==> src/rtl/pmx_pkg.sv <==
// Package pmx_pkg
// Shared register word addresses, control field positions and the SMI
// sequencer state type for the event aggregator.
// Assumes a two-bit word address on the register port.
package pmx_pkg;

    localparam int unsigned REG_AW = 2;

    localparam logic [REG_AW-1:0] A_STATUS = 2'd0;
    localparam logic [REG_AW-1:0] A_ENABLE = 2'd1;
    localparam logic [REG_AW-1:0] A_CTRL   = 2'd2;
    localparam logic [REG_AW-1:0] A_CMD    = 2'd3;

    localparam int unsigned C_SCIEN    = 0;
    localparam int unsigned C_EOS      = 1;
    localparam int unsigned C_POL      = 2;
    localparam int unsigned C_ROUTE_LO = 4;
    localparam int unsigned ROUTE_W    = 3;
    localparam int unsigned ROUTE_MAX  = 6;

    typedef enum logic [1:0] {
        SMI_IDLE   = 2'd0,
        SMI_ACTIVE = 2'd1,
        SMI_GAP    = 2'd2
    } smi_state_e;

endpackage

==> src/rtl/pmx_sticky_bank.sv <==
// Module pmx_sticky_bank
// A bank of sticky status bits. A set pulse latches a bit. A clear mask
// drops it. A set in the same cycle as a clear wins.
// Assumes set and clear are synchronous to clk.
module pmx_sticky_bank #(
    parameter int unsigned NB = 12
) (
    input  logic          clk,
    input  logic          rst_n,
    input  logic [NB-1:0] set_i,
    input  logic [NB-1:0] clr_i,
    output logic [NB-1:0] sts_o
);

    logic [NB-1:0] sts_q;

    for (genvar i = 0; i < NB; i++) begin : g_bit
        // Hold, clear or set one status bit, set taking priority.
        always_ff @(posedge clk) begin
            if (!rst_n) begin
                sts_q[i] <= 1'b0;
            end else begin
                sts_q[i] <= set_i[i] | (sts_q[i] & ~clr_i[i]);
            end
        end

        // a set bit that is not cleared stays set.
        p_sticky_r1: assert property (@(posedge clk) disable iff (!rst_n)
            (sts_q[i] && !clr_i[i]) |=> sts_q[i]);

        // a set pulse always leaves the bit set, even with a clear.
        p_set_wins_r2: assert property (@(posedge clk) disable iff (!rst_n)
            set_i[i] |=> sts_q[i]);
    end

    assign sts_o = sts_q;

endmodule

==> src/rtl/pmx_edge_sel.sv <==
// Module pmx_edge_sel
// Turns a level input into a one-cycle pulse on the edge picked by
// rise_sel_i (1 = rising, 0 = falling).
// Assumes sig_i is already synchronous to clk. The history register loads
// the live level during reset so that no edge is seen at reset release.
module pmx_edge_sel (
    input  logic clk,
    input  logic rst_n,
    input  logic sig_i,
    input  logic rise_sel_i,
    output logic pulse_o
);

    logic prev_q;

    // Track the previous level of the input.
    always_ff @(posedge clk) begin
        if (!rst_n) begin
            prev_q <= sig_i;
        end else begin
            prev_q <= sig_i;
        end
    end

    // Pick the rising or falling transition.
    always_comb begin
        if (rise_sel_i) begin
            pulse_o = sig_i & ~prev_q;
        end else begin
            pulse_o = ~sig_i & prev_q;
        end
    end

    // with a fixed polarity, an edge pulse never lasts two cycles.
    p_pulse_single_r11: assert property (@(posedge clk) disable iff (!rst_n)
        (pulse_o && $stable(rise_sel_i)) |=> !pulse_o);

endmodule

==> src/rtl/pmx_smi_seq.sv <==
// Module pmx_smi_seq
// SMI sequencer. It asserts smi_n_o when an enabled SMI source is pending
// and holds it until end-of-SMI is accepted. It then releases the line for
// exactly GAP_CYC cycles before it may assert again. The end-of-SMI flag
// is accepted only while the line is asserted, and clears itself after the
// gap.
// Assumes GAP_CYC >= 2.
module pmx_smi_seq
    import pmx_pkg::*;
#(
    parameter int unsigned GAP_CYC = 4
) (
    input  logic clk,
    input  logic rst_n,
    input  logic pend_i,
    input  logic eos_req_i,
    output logic eos_o,
    output logic smi_n_o
);

    localparam int unsigned CW = $clog2(GAP_CYC + 1);

    smi_state_e    state_q;
    logic [CW-1:0] cnt_q;
    logic          eos_q;

    // Advance the assert / hold / gap sequence and the end-of-SMI flag.
    always_ff @(posedge clk) begin
        if (!rst_n) begin
            state_q <= SMI_IDLE;
            cnt_q   <= '0;
            eos_q   <= 1'b0;
        end else begin
            case (state_q)
                SMI_IDLE: begin
                    if (pend_i) begin
                        state_q <= SMI_ACTIVE;
                    end
                end
                SMI_ACTIVE: begin
                    if (eos_q) begin
                        state_q <= SMI_GAP;
                        cnt_q   <= '0;
                    end else if (eos_req_i) begin
                        eos_q <= 1'b1;
                    end
                end
                SMI_GAP: begin
                    if (cnt_q == CW'(GAP_CYC - 1)) begin
                        state_q <= pend_i ? SMI_ACTIVE : SMI_IDLE;
                        eos_q   <= 1'b0;
                    end else begin
                        cnt_q <= cnt_q + 1'b1;
                    end
                end
                default: begin
                    state_q <= SMI_IDLE;
                end
            endcase
        end
    end

    assign smi_n_o = (state_q != SMI_ACTIVE);
    assign eos_o   = eos_q;

    // Checker state: run length of the released line, saturating.
    logic [CW-1:0] hi_run_q;
    logic          seen_low_q;

    // Count cycles with the line high, and note that it has been asserted.
    always_ff @(posedge clk) begin
        if (!rst_n) begin
            hi_run_q   <= '0;
            seen_low_q <= 1'b0;
        end else begin
            if (!smi_n_o) begin
                hi_run_q   <= '0;
                seen_low_q <= 1'b1;
            end else if (hi_run_q != CW'(GAP_CYC)) begin
                hi_run_q <= hi_run_q + 1'b1;
            end
        end
    end

    // an asserted line without end-of-SMI stays asserted.
    p_hold_until_eos_r7: assert property (@(posedge clk) disable iff (!rst_n)
        (!smi_n_o && !eos_q) |=> !smi_n_o);

    // a re-assertion follows at least GAP_CYC released cycles.
    p_gap_min_r8: assert property (@(posedge clk) disable iff (!rst_n)
        ($fell(smi_n_o) && seen_low_q) |-> (hi_run_q >= CW'(GAP_CYC)));

    // the end-of-SMI flag never sits set while idle.
    p_eos_idle_r9: assert property (@(posedge clk) disable iff (!rst_n)
        (state_q == SMI_IDLE) |-> !eos_q);

endmodule

==> src/rtl/pm_event_aggregator.sv <==
// Module pm_event_aggregator
// Top of the SMI / SCI event aggregator. It holds the status, enable,
// control and command-code registers. It maps external pulses, the thermal
// edge and command writes onto status bits. It steers enabled pending
// sources to the SMI sequencer or to the registered SCI level.
// Assumes DW >= number of status bits, DW >= CMD_W and DW >= 7.
module pm_event_aggregator
    import pmx_pkg::*;
#(
    parameter int unsigned SMI_EXT  = 4,
    parameter int unsigned SCI_EXT  = 1,
    parameter int unsigned DUAL_EXT = 5,
    parameter int unsigned GAP_CYC  = 4,
    parameter int unsigned CMD_W    = 8,
    parameter int unsigned DW       = 16
) (
    input  logic                                  clk,
    input  logic                                  rst_n,
    input  logic                                  reg_wr_i,
    input  logic [1:0]                            reg_addr_i,
    input  logic [DW-1:0]                         reg_wdata_i,
    output logic [DW-1:0]                         reg_rdata_o,
    input  logic [SMI_EXT+SCI_EXT+DUAL_EXT-1:0]   evt_i,
    input  logic                                  therm_i,
    output logic                                  smi_n_o,
    output logic                                  sci_n_o,
    output logic [2:0]                            sci_route_o
);

    localparam int unsigned N_SRC   = 2 + SMI_EXT + SCI_EXT + DUAL_EXT;
    localparam int unsigned B_CMD   = 0;
    localparam int unsigned SMI_LO  = 1;
    localparam int unsigned SCI_LO  = SMI_LO + SMI_EXT;
    localparam int unsigned B_THERM = SCI_LO + SCI_EXT;
    localparam int unsigned DUAL_LO = B_THERM + 1;

    localparam logic [N_SRC-1:0] M_SMI_ONLY = N_SRC'((1 << (1 + SMI_EXT)) - 1);
    localparam logic [N_SRC-1:0] M_SCI_ONLY = N_SRC'(((1 << SCI_EXT) - 1) << SCI_LO);
    localparam logic [N_SRC-1:0] M_DUAL     = N_SRC'(((1 << (DUAL_EXT + 1)) - 1) << B_THERM);

    logic [N_SRC-1:0]   en_q;
    logic               sci_en_q;
    logic               pol_q;
    logic [ROUTE_W-1:0] route_q;
    logic [CMD_W-1:0]   cmd_q;
    logic               sci_n_q;

    logic               wr_sts, wr_en, wr_ctl, wr_cmd;
    logic [N_SRC-1:0]   set_w, clr_w, sts_w, armed_w;
    logic               therm_pulse;
    logic               smi_pend, sci_pend, eos_w;
    logic [ROUTE_W-1:0] route_wr;

    // Decode the write strobe per register word.
    always_comb begin
        wr_sts = reg_wr_i && (reg_addr_i == A_STATUS);
        wr_en  = reg_wr_i && (reg_addr_i == A_ENABLE);
        wr_ctl = reg_wr_i && (reg_addr_i == A_CTRL);
        wr_cmd = reg_wr_i && (reg_addr_i == A_CMD);
    end

    assign route_wr = reg_wdata_i[C_ROUTE_LO +: ROUTE_W];

    // Select the active thermal edge.
    pmx_edge_sel u_therm (
        .clk        (clk),
        .rst_n      (rst_n),
        .sig_i      (therm_i),
        .rise_sel_i (pol_q),
        .pulse_o    (therm_pulse)
    );

    // Place every source onto its status bit position.
    always_comb begin
        set_w                     = '0;
        set_w[B_CMD]              = wr_cmd;
        set_w[SMI_LO +: SMI_EXT]  = evt_i[SMI_EXT-1:0];
        set_w[SCI_LO +: SCI_EXT]  = evt_i[SMI_EXT +: SCI_EXT];
        set_w[B_THERM]            = therm_pulse;
        set_w[DUAL_LO +: DUAL_EXT] = evt_i[SMI_EXT + SCI_EXT +: DUAL_EXT];
        clr_w                     = wr_sts ? reg_wdata_i[N_SRC-1:0] : '0;
    end

    // Sticky status bits.
    pmx_sticky_bank #(
        .NB (N_SRC)
    ) u_status (
        .clk   (clk),
        .rst_n (rst_n),
        .set_i (set_w),
        .clr_i (clr_w),
        .sts_o (sts_w)
    );

    // Enable, control and command-code registers.
    always_ff @(posedge clk) begin
        if (!rst_n) begin
            en_q     <= '0;
            sci_en_q <= 1'b0;
            pol_q    <= 1'b0;
            route_q  <= '0;
            cmd_q    <= '0;
        end else begin
            if (wr_en) begin
                en_q <= reg_wdata_i[N_SRC-1:0];
            end
            if (wr_ctl) begin
                sci_en_q <= reg_wdata_i[C_SCIEN];
                pol_q    <= reg_wdata_i[C_POL];
                if (route_wr <= ROUTE_W'(ROUTE_MAX)) begin
                    route_q <= route_wr;
                end
            end
            if (wr_cmd) begin
                cmd_q <= reg_wdata_i[CMD_W-1:0];
            end
        end
    end

    // Steer pending enabled sources to SMI or SCI by class and by the global enable.
    always_comb begin
        armed_w  = sts_w & en_q;
        smi_pend = |(armed_w & (M_SMI_ONLY | (sci_en_q ? '0 : M_DUAL)));
        sci_pend = |(armed_w & (M_SCI_ONLY | (sci_en_q ? M_DUAL : '0)));
    end

    // SMI assert / end-of-SMI / gap sequence.
    pmx_smi_seq #(
        .GAP_CYC (GAP_CYC)
    ) u_smi (
        .clk       (clk),
        .rst_n     (rst_n),
        .pend_i    (smi_pend),
        .eos_req_i (wr_ctl && reg_wdata_i[C_EOS]),
        .eos_o     (eos_w),
        .smi_n_o   (smi_n_o)
    );

    // Register the SCI level, active low.
    always_ff @(posedge clk) begin
        if (!rst_n) begin
            sci_n_q <= 1'b1;
        end else begin
            sci_n_q <= ~sci_pend;
        end
    end

    assign sci_n_o     = sci_n_q;
    assign sci_route_o = route_q;

    // Return the selected register word.
    always_comb begin
        reg_rdata_o = '0;
        case (reg_addr_i)
            A_STATUS: reg_rdata_o[N_SRC-1:0] = sts_w;
            A_ENABLE: reg_rdata_o[N_SRC-1:0] = en_q;
            A_CTRL: begin
                reg_rdata_o[C_SCIEN]                = sci_en_q;
                reg_rdata_o[C_EOS]                  = eos_w;
                reg_rdata_o[C_POL]                  = pol_q;
                reg_rdata_o[C_ROUTE_LO +: ROUTE_W]  = route_q;
            end
            default:  reg_rdata_o[CMD_W-1:0] = cmd_q;
        endcase
    end

    // a command-code write sets its status bit in the next cycle.
    p_cmd_sets_r12: assert property (@(posedge clk) disable iff (!rst_n)
        wr_cmd |=> sts_w[B_CMD]);

    // the route field only ever holds a legal selection.
    p_route_legal_r13: assert property (@(posedge clk) disable iff (!rst_n)
        route_q <= ROUTE_W'(ROUTE_MAX));

    // with nothing enabled, neither output is asserted a cycle later.
    p_masked_quiet_r3: assert property (@(posedge clk) disable iff (!rst_n)
        ($past(armed_w == '0) && armed_w == '0 && $past(smi_n_o)) |-> (sci_n_o && smi_n_o));

endmodule

==> config.mk <==
export PLATFORM = sky130hd
export DESIGN_NAME = pm_event_aggregator
export DESIGN_NICKNAME = d
export VERILOG_FILES = /design/src/rtl/pmx_pkg.sv /design/src/rtl/pmx_sticky_bank.sv /design/src/rtl/pmx_edge_sel.sv /design/src/rtl/pmx_smi_seq.sv /design/src/rtl/pm_event_aggregator.sv
export SDC_FILE = /design/constraint.sdc
export NUM_CORES = 1
export LEC_CHECK = 0
export BUFFER_PORTS_ARGS = -buffer_cell sky130_fd_sc_hd__buf_2
export CAP_MARGIN = 5
export CORE_UTILIZATION = 40
export CTS_BUF_LIST = sky130_fd_sc_hd__clkbuf_8
export DETAILED_ROUTE_END_ITERATION = 10
export GPL_ROUTABILITY_DRIVEN = 0
export MAX_ROUTING_LAYER = met4
export PLACE_DENSITY = 0.7
export SYNTH_ARGS = -nofsm -noshare
export SYNTH_HDL_FRONTEND = slang
export SYNTH_SLANG_ARGS = --single-unit
==> constraint.sdc <==
create_clock -name clk -period 4.5 [get_ports clk]
set_input_delay 0.225 -clock clk [delete_from_list [all_inputs] [get_ports clk]]
set_output_delay 0.225 -clock clk [all_outputs]
set_load 0.05 [all_outputs]
==> Word-level counts from Yosys, hierarchy flattened <==
Cells that the tools add are included.
{ "totals": {"word_cells": 114, "output_inout_bits": 21, "inputBits": 32, "register_bits": 45} }
{ "op_classes": {"bitwise": 44, "n_addsub": 1, "reduce_logical": 14, "magnitude_cmp": 1, "mux": 21, "n_eq_ne": 11} }
{ "ops": {"columns": ["operator", "count"], "rows": [
  ["12-bit bitwise AND", 3],
  ["12-bit 2-to-1 mux", 3],
  ["12-bit OR reduction", 2],
  ["3-bit case mux with 3 select lines", 2],
  ["1-bit inverter", 15],
  ["1-bit bitwise AND", 14],
  ["1-bit OR", 12],
  ["2-bit by 1-bit inequality test with 1-bit output, second input constant", 4],
  ["4-bit case mux with 2 select lines", 1],
  ["2-bit equality test, second input constant", 3],
  ["2-bit 2-to-1 mux", 3],
  ["3-bit 2-to-1 mux", 2],
  ["1-bit case mux with 3 select lines", 2],
  ["2-bit case mux with 3 select lines", 1],
  ["3-bit case mux with 2 select lines", 1],
  ["3-bit AND reduction", 2],
  ["1-bit logical AND", 5],
  ["1-bit 2-to-1 mux", 5],
  ["2-bit by 1-bit equality test with 1-bit output, second input constant", 2],
  ["2-bit logical NOT", 2],
  ["2-bit AND reduction", 2],
  ["3-bit by 1-bit adder with 3-bit output, second input constant", 1],
  ["3-bit by 2-bit equality test with 1-bit output, second input constant", 1],
  ["3-bit <= comparator, second input constant", 1],
  ["other kinds (3)", 3]
]} }

==> Longest topological paths before layout <==
Gate-level depths: netlist of the first run.
{ "logic_depth": {"depth_word": 6, "ltp_mapped": 5, "depth_no_buf": 5} }

==> By module <==
From an unflattened synthesis of the first run, not the netlist that was laid out.
{ "unflattened": {"hier_cells": 217, "area_unflattened_um2": 2238.4} }
{ "modules_own_cells": {"columns": ["mod", "area_each_um2", "seq_area_each_um2", "cells_per_inst", "instances"], "rows": [
  ["pm_event_aggregator", 1488.9, 520.5, 146, 1],
  ["pmx_sticky_bank", 416.6, 240.2, 37, 1],
  ["pmx_smi_seq", 290.3, 120.1, 30, 1],
  ["pmx_edge_sel", 42.5, 20.0, 4, 1]
]} }

==> Worst setup path after synthesis of the first run <==
Ideal clock, no wire load.
{ "synth_timing": {"path_kind": "in2out", "from": "input reg_addr_i[0]", "to": "output reg_rdata_o[3]", "stages": 4, "setup_slack_ns": 2.575, "arrival_time_ns": 1.700, "required_time_ns": 4.275, "path_buffers": 2, "cell_sequence": "buf_6 > buf_6 > mux2i_1 > o21ai_0"} }
{ "synth_via": {"elab_chain_len": 2, "word_cells_on_any_way": 4, "cone_classes": "eq/ne (2); mux (1); reduce/logical (1)"} }
{ "synth_lines": {"columns": ["element", "line_no", "source"], "rows": [
  ["start, declared", "pm_event_aggregator.sv:20", "input logic [1:0] reg_addr_i,"],
  ["2-bit equality test, or another cell as far along", "pm_event_aggregator.sv:154", "case (reg_addr_i)"],
  ["1-bit case mux with 3 select lines *", "pm_event_aggregator.sv:154", null],
  ["end, declared", "pm_event_aggregator.sv:22", "output logic [DW-1:0] reg_rdata_o,"]
]} }
Every way passes the cells marked *; elsewhere a longest branch is shown, timed or not.

==> Worst setup path after layout of the first run <==
{ "layout_timing": {"from": "input reg_addr_i[0]", "to": "output reg_rdata_o[2]"} }
{ "layout_via": {"elab_chain_len": 2, "word_cells_on_any_way": 4, "cone_classes": "eq/ne (2); mux (1); reduce/logical (1)"} }
{ "layout_lines": {"columns": ["element", "line_no"], "rows": [
  ["2-bit equality test, or another cell as far along", "pm_event_aggregator.sv:154"],
  ["3-bit case mux with 3 select lines *", "pm_event_aggregator.sv:154"]
]} }
Marked as above.

==> run metrics, run 1 <==
Syn Inst Count 206; PortBufs 44; PostCTS Resize Cnt 0; die height 75.2 um; Residual DRC 0; Post-Synthesis Cell Area 2140 um2; wirelength, routed 4400 um; DR pass1 iterations 4; Max Cap Viol 0; antenna cells 0; Slew HR 0.456; Critical Path RT roughly 4300 ps; Final WS setup 2800 ps; share of cells above drive strength 1 0.266; final setup fails 0; final-stage net count 277; crit-path max FO 19; skew final 8.14 ps; Syn Area/Cell 10.4 um2; Final Max Slew Viols 0; full die area roughly 5700 um2; GRT overflow 0; CTS buffer count 5; FMAX approximately 590 MHz; outcome finished, final reports clean; #FFs+latches synth 45; CTS tree done; Synth-to-Final Area Change 15.0%; # IOs 53; H-tree levels 2; Worst-Skew Late Latency 280 ps; hpwl dp 3070 um; Fin Setup TNS 0 ps; DR iter-0 viols 153; Cell Pwr Density between 300 and 400 nW/um2; clk buf depth 2; CORE AREA 5140 um2; Rows 26; initial antenna violation count 0; Hold WC Path Type primary input to flop; pin count of the biggest net entering global routing 46; Max VDD drop 0.000309 V; CP startpoint kind primary input; Least-Margin Pin Slew slightly above 800 ps; Vias per Instance 5.12; final worst path period need 1700 ps; Ys Warns 0; Global Route Usage Sum 0.176; post-DR wirelength/cell 14.0 um; dpl ws 2570 ps; fin crit share 0.378; Die W approximately 75 um; total power 862 uW; CTS sink count 45; post-route ant nets 0; first-pass GRT wire length 7200 um; Leak Pwr 1.08 nW; vias in the first global route between 1.5k and 2k; Initial Utilization 0.417; Vias 1607; WP data arrival 1480 ps; hold buffers post-CTS 0; clock slew at reported path FFs approximately 70 ps; root buffer cell clkbuf_8; post-CTS setup buffers 0; register area share after synthesis 0.421; RSZ-0062 raised after global routing false; critical path start-end classification primary input to output pin; distinct cell type count of the synthesized netlist 36; final hold vios 0; Worst setup EP type output pin; Min Hold Slack a little under 70 ps
[area by class of cell]
cell class / count / area, um2
Sequential cell: 45 / 901
Fill cell: 502 / 2680
Timing Repair Buffer: 44 / 220
Tap cell: 70 / 87.6
Clock buffer: 6 / 82.6
Clock inverter: 2 / 33.8
Inverter: 2 / 7.51
Multi-Input combinational cell: 145 / 1130
[flip-flops by register name, summed over array words and instances (netlist names)]
name	count
sci_route_o	3
u_status.sts_o	12
sci_en_q	1
u_therm.prev_q	1
u_smi.state_q	2
sci_n_o	1
cmd_q	8
u_smi.cnt_q	3
en_q	12
pol_q	1
u_smi.eos_o	1
[worst max-delay path, cell delays in order]
cell    delay (ps)
buf_2          430
mux4_2         580
buf_2          230
[cells in the final DEF (no fill, tap or decap), types with 2 or more instances in the layout]
cell type / instances
dfxtp_1: 45
nor4b_1: 2
o221a_2: 4
conb_1: 4
a22oi_1: 5
a21boi_0: 20
nor2b_1: 18
nor2_1: 4
buf_2: 44
a21oi_1: 5
o21ai_0: 2
a31oi_1: 6
nand3b_1: 2
ha_1: 2
mux4_2: 6
clkbuf_8: 6
inv_1: 3
o21a_1: 11
nand2_1: 17
nand3_1: 4
mux2i_1: 20
[layer usage]
| layer | track usage | vias to the layer above | part of all wire |
|---|---|---|---|
| met5 | - | - | 0 |
| met4 | 0.0432 | 0 | 0.0082 |
| met3 | 0.0295 | 4 | 0.039 |
| met2 | 0.291 | 44 | 0.47 |
| met1 | 0.224 | 746 | 0.48 |
| li1 | - | 813 | - |
[logic make-up after synthesis]
family                   after synthesis  synth area share
AO/OA/AOI/OAI                         56             0.193
AND/OR/NAND/NOR                       57             0.159
buffers and inverters                 19            0.0567
other                                  1           0.00175
multiplexers                          26             0.157
adder cells (fa/ha/maj)                2            0.0117
flip-flops                            45             0.421
[where the power goes]
part	leakage [nW]	switching [mW]	internal (mW)
clock	0.0626	0.126	0.179
sequential	0.369	0.0139	0.415
combinational	0.647	0.0796	0.0477
total	1.08	0.220	0.642
[cell usage after synthesis (all sizes together)]
master	count	area share
a21boi	21	0.074
a21oi	5	0.012
a22oi	5	0.018
a31oi	6	0.018
and3	1	0.0035
and3b	1	0.0041
buf	13	0.046
clkbuf	4	0.0070
conb	1	0.0018
dfxtp	45	0.42
ha	2	0.012
inv	2	0.0035
mux2i	20	0.093
mux4	6	0.063
nand2	17	0.030
nand2b	1	0.0029
nand3	4	0.0093
nand3b	4	0.022
nor2	4	0.0070
nor2b	18	0.053
nor3	1	0.0023
nor3b	2	0.0093
nor4b	2	0.0082
nor4bb	1	0.0047
o211a	1	0.0047
o21a	11	0.039
o21ai	2	0.0047
o221a	4	0.021
o31a	1	0.0041
or3b	1	0.0041
[through the flow]
step / instance area [um2] / std cells / utilization
2_1_floorplan: 2150 / 209 / -
3_3_place_gp: 2350 / 306 / 0.457
3_5_place_dp: 2350 / 306 / 0.457
4_1_cts: 2460 / 314 / 0.479
5_1_grt: 2460 / 314 / 0.479
6_report: 2460 / 314 / 0.479
[worst paths after layout]
check	end	slack [ps]	start	depth (start not counted)
worst max-delay path	reg_rdata_o[2]	2800	reg_addr_i[0]	3
worst min-delay path	u_therm.prev_q	70	therm_i	1
worst max register to register	u_smi.cnt_q[0]	2920	u_smi.cnt_q[0]	5
worst min register to register	cmd_q[4]	470	cmd_q[4]	2
(Power assumes the default switching activity.)
==> run 2, diff against run 1 <==
PLACE_DENSITY = 0.72   (was 0.7)
clock period = 1.4 ns   (was 4.5 ns; I/O delays follow)
==> run metrics, run 2 (synthesis gave the netlist of run 1 again) <==
outcome finished, final reports clean; wirelength, routed between 4000 and 5000 um; area of the multi-input gates about 1200 um2; H-tree levels 2; Rows 26; clock share of power 0.299; root buffer cell clkbuf_8; sw frac 0.288; Final Max Slew Viols 0; Final Cell Area around 2700 um2; PortBufs 44; die height 75.2 um; pin count of the biggest net entering global routing 17; Final WS setup 33.1 ps; Residual DRC 0; Critical Path RT 1330 ps; Psw 764 uW; Vias 1704; Global Route Usage Sum 0.194; # IOs 53; final hold vios 0; Max Cap Viol 0; final-stage net count 300; CP startpoint kind flop; commonest non-fill, non-tap cells in the layout buf_2 (38), dfxtp_1 (36), mux2i_1 (20), a21boi_0 (20), nor2b_1 (18); Worst setup EP type output pin; Vias per Instance around 5.1; Leak Pwr 1.18 nW; Worst-Skew Late Latency 300 ps; dpl ws -25.0 ps; vias in the first global route ~1.7k; Hold WC Path Type primary input to flop; CTS sink count 45; DP Area 2420 um2; crit-path max FO 3; Synth-to-Final Area Change 27.7%; RSZ-0062 raised after global routing true; CTS tree done; total power ~2.6 mW; full die area 5650 um2; DR iter-0 viols 85; clock slew at reported path FFs 80 ps; CORE AREA between 5000 and 6000 um2; initial antenna violation count 0; Min Hold Slack roughly 41 ps; final setup fails 0; first-pass GRT wire length 7800 um; share of cells above drive strength 1 0.341; WP data arrival 1300 ps; DR pass1 iterations 4; leading cell type in the layout, fill and taps excluded buf_2; Combinational Power Share 0.179; critical path start-end classification flop to output pin; CTS buffer count 5; post-DR wirelength/cell 14.6 um; Initial Utilization 0.417; clk buf depth 2; fin crit share 0.976; FMAX 732 MHz; Cell Pwr Density around 970 nW/um2; Die W about 75 um; skew final 4.52 ps; final worst path period need 1370 ps; Finished Core Util 0.532; hpwl dp 3390 um; antenna cells 0; GRT overflow 0; Reg power frac 0.522; filler cell count between 400 and 500; post-route ant nets 0; FF/Latch Area 912 um2; internal power roughly 1.9 mW; Max VDD drop 0.000687 V
==> run 2: per-stage QoR <==
stage,setup TNS [ps],cells
detailed placement,-45.0,315
floorplan,0,209
finish,0,337
global route,-40.3,337
CTS,-5.22,334
global placement,0,315
==> run 2: layer usage <==
metal | vias up | global-route usage | routed length [um]
li1 | 856 | - | -
met1 | 796 | 0.238 | 2250
met2 | 47 | 0.315 | 2330
met3 | 5 | 0.0562 | 297
met4 | 0 | 0.0494 | 50
met5 | - | - | 0
==> run 2: power by group through the flow <==
| stage | logic, mW | clock network [mW] | registers, mW |
|---|---|---|---|
| after global placement | 0.422 | 0 | 1.41 |
| after detailed placement | 0.426 | 0 | 1.41 |
| final | 0.473 | 0.793 | 1.38 |
| after CTS | 0.456 | 0.810 | 1.38 |
| after global routing | 0.510 | 0.877 | 1.39 |
| after floorplan | 0.320 | 0 | 1.40 |
==> run 2: layout make-up <==
type                       count  area share
clock inverter                 3     0.00686
sequential                    45       0.333
tap                           70      0.0320
clock buffer                   5      0.0251
inverter                       2     0.00274
timing repair buffer          67       0.169
multi-input combinational    145       0.431
==> run 2: path summary, 6_finish.rpt <==
check	to	from	slack, ps	cells after the start
worst min-delay path	en_q[11]	reg_wdata_i[11]	40	3
worst min register to register	cmd_q[6]	cmd_q[6]	460	2
worst max register to register	u_smi.cnt_q[1]	u_smi.cnt_q[1]	50	5
worst max-delay path	reg_rdata_o[6]	sci_route_o[2]	30	2
==> run 2: critical path, stage by stage (launching register included) <==
cell and delay, ps:
dfxtp_1 340, mux4_2 490, buf_6 170
==> run 2: what timing repair did <==
item                       4_1_cts  5_1_grt
hold buffers                    11        0
setup buffers                    0        3
hold endpoints to repair        11        0
gates resized for setup          5       25
setup endpoints to repair        7        9
pin swaps                        3        0
==> run 3, diff against run 2 <==
CAP_MARGIN = 20   (was 5)
PLACE_DENSITY = 0.65   (was 0.72)
==> run metrics, run 3 (synthesis gave the netlist of run 1 again) <==
DP Area 2410 um2; Max Cap Viol 0; Rows 26; Final Max Slew Viols 0; critical path start-end classification flop to flop; share of cells above drive strength 1 0.304; DR pass1 iterations 4; post-DR wirelength/cell 13.9 um; CTS tree done; final hold vios 0; met1 Use GR 0.249; slowest CP cell or3b_4; Final Cell Area 2700 um2; DR iter-0 viols 84; initial antenna violation count 0; skew final 8.71 ps; post-route ant nets 0; full die area 5650 um2; vias in the first global route 1599; CP startpoint kind flop; Worst setup EP type flop; family with the most delay on the worst path simple AND/OR/NAND/NOR gates; GRT overflow 0; Final WS setup -9.66 ps; crit-path max FO 4; Critical Path RT 1590 ps; met2 Track Usage GR 0.286; final setup fails 1; most used routing layer met2; outcome finished with violations; Synth-to-Final Area Change 26.1%; commonest non-fill, non-tap cells in the layout dfxtp_1 (42), buf_2 (38), mux2i_1 (20), a21boi_0 (20), nor2b_1 (18); hpwl dp 3280 um; FMAX approximately 710 MHz; final-stage net count 296; Die W 75.2 um; Slowest Stage Delay on Critical Path 410 ps; Global Route Usage Sum 0.187; met3 GRT Util 0.0321; clk buf depth 2; leading cell type in the layout, fill and taps excluded dfxtp_1; H-tree levels 2; Worst-Skew Late Latency ~300 ps; CTS sink count 45; antenna cells 0; failing checks negative setup slack; CP cell instances ha_4 > ha_4 > or3b_4 > a31oi_1 > nor2b_1; Max VDD drop 0.000791 V; post-CTS setup buffers 0; dpl ws -20.5 ps; die height 75.2 um; Vias 1702; pin count of the biggest net entering global routing 18; CP bufs+invs 0; root buffer cell clkbuf_8; first-pass GRT wire length ~7600 um; PortBufs 44; wirelength, routed 4630 um; # IOs 53; Finished Core Util 0.526; fin crit share 1.01; Leak Pwr around 1.2 nW; CTS buffer count 5; Hold WC Path Type primary input to flop; WP data arrival 1600 ps; final worst path period need 1410 ps; clock slew at reported path FFs about 90 ps; Residual DRC 0; Cell Pwr Density about 1100 nW/um2; CORE AREA 5140 um2; Vias per Instance 5.11; CP most frequent cell ha_4; RSZ-0062 raised after global routing true; Initial Utilization 0.417
==> run 3: through the flow <==
stage / TNS (ps) / instances / hold slack (ps) / total power, mW
finish: -9.66 / 333 / 36.8 / 2.84
global route: -134 / 333 / 47.3 / 2.94
CTS: 0 / 333 / 35.1 / 2.85
detailed placement: -30.9 / 314 / 199 / 1.83
global placement: 0 / 314 / 197 / 1.83
floorplan: 0 / 209 / 97.7 / 1.73
==> run 3: layout make-up <==
class	count	area, um2
inverters	2	7.51
clock inverters	2	33.8
repair buffers	63	420
flip-flops and latches	45	905
multi-input cells	145	1160
fillers	499	2440
clock buffers	6	82.6
well taps	70	87.6
==> run 3: layer usage <==
metal | up-vias | share of wire
met4 | 0 | 0.010
met2 | 36 | 0.47
met3 | 4 | 0.035
met5 | - | 0
met1 | 811 | 0.48
li1 | 851 | -
==> run 3: path summary, 6_finish.rpt <==
check | slack (ps) | startpoint | end | depth (start not counted)
worst max-delay path | -10 | u_smi.cnt_q[0] | u_smi.cnt_q[2] | 5
worst max register to register | -10 | u_smi.cnt_q[0] | u_smi.cnt_q[2] | 5
worst min-delay path | 40 | reg_wdata_i[9] | en_q[9] | 3
worst min register to register | 470 | cmd_q[0] | cmd_q[0] | 2
==> run 3: repair_timing <==
item,4_1_cts,5_1_grt
pin swaps,3,3
gates resized for setup,2,19
endpoints found under the hold margin,11,0
endpoints found under the setup margin,5,9
hold buffers,11,0
==> run 3: power by group <==
part           internal, mW  switching [mW]  total (mW)
clock                 0.575           0.427        1.00
combinational         0.193           0.264       0.458
sequential             1.34          0.0453        1.38
==> run 3: worst min-delay path, delay by kind of cell <==
kind	cells	cell delay [ps]
buffers and inverters	1	90
AND/OR/NAND/NOR	1	90
multiplexers	1	60
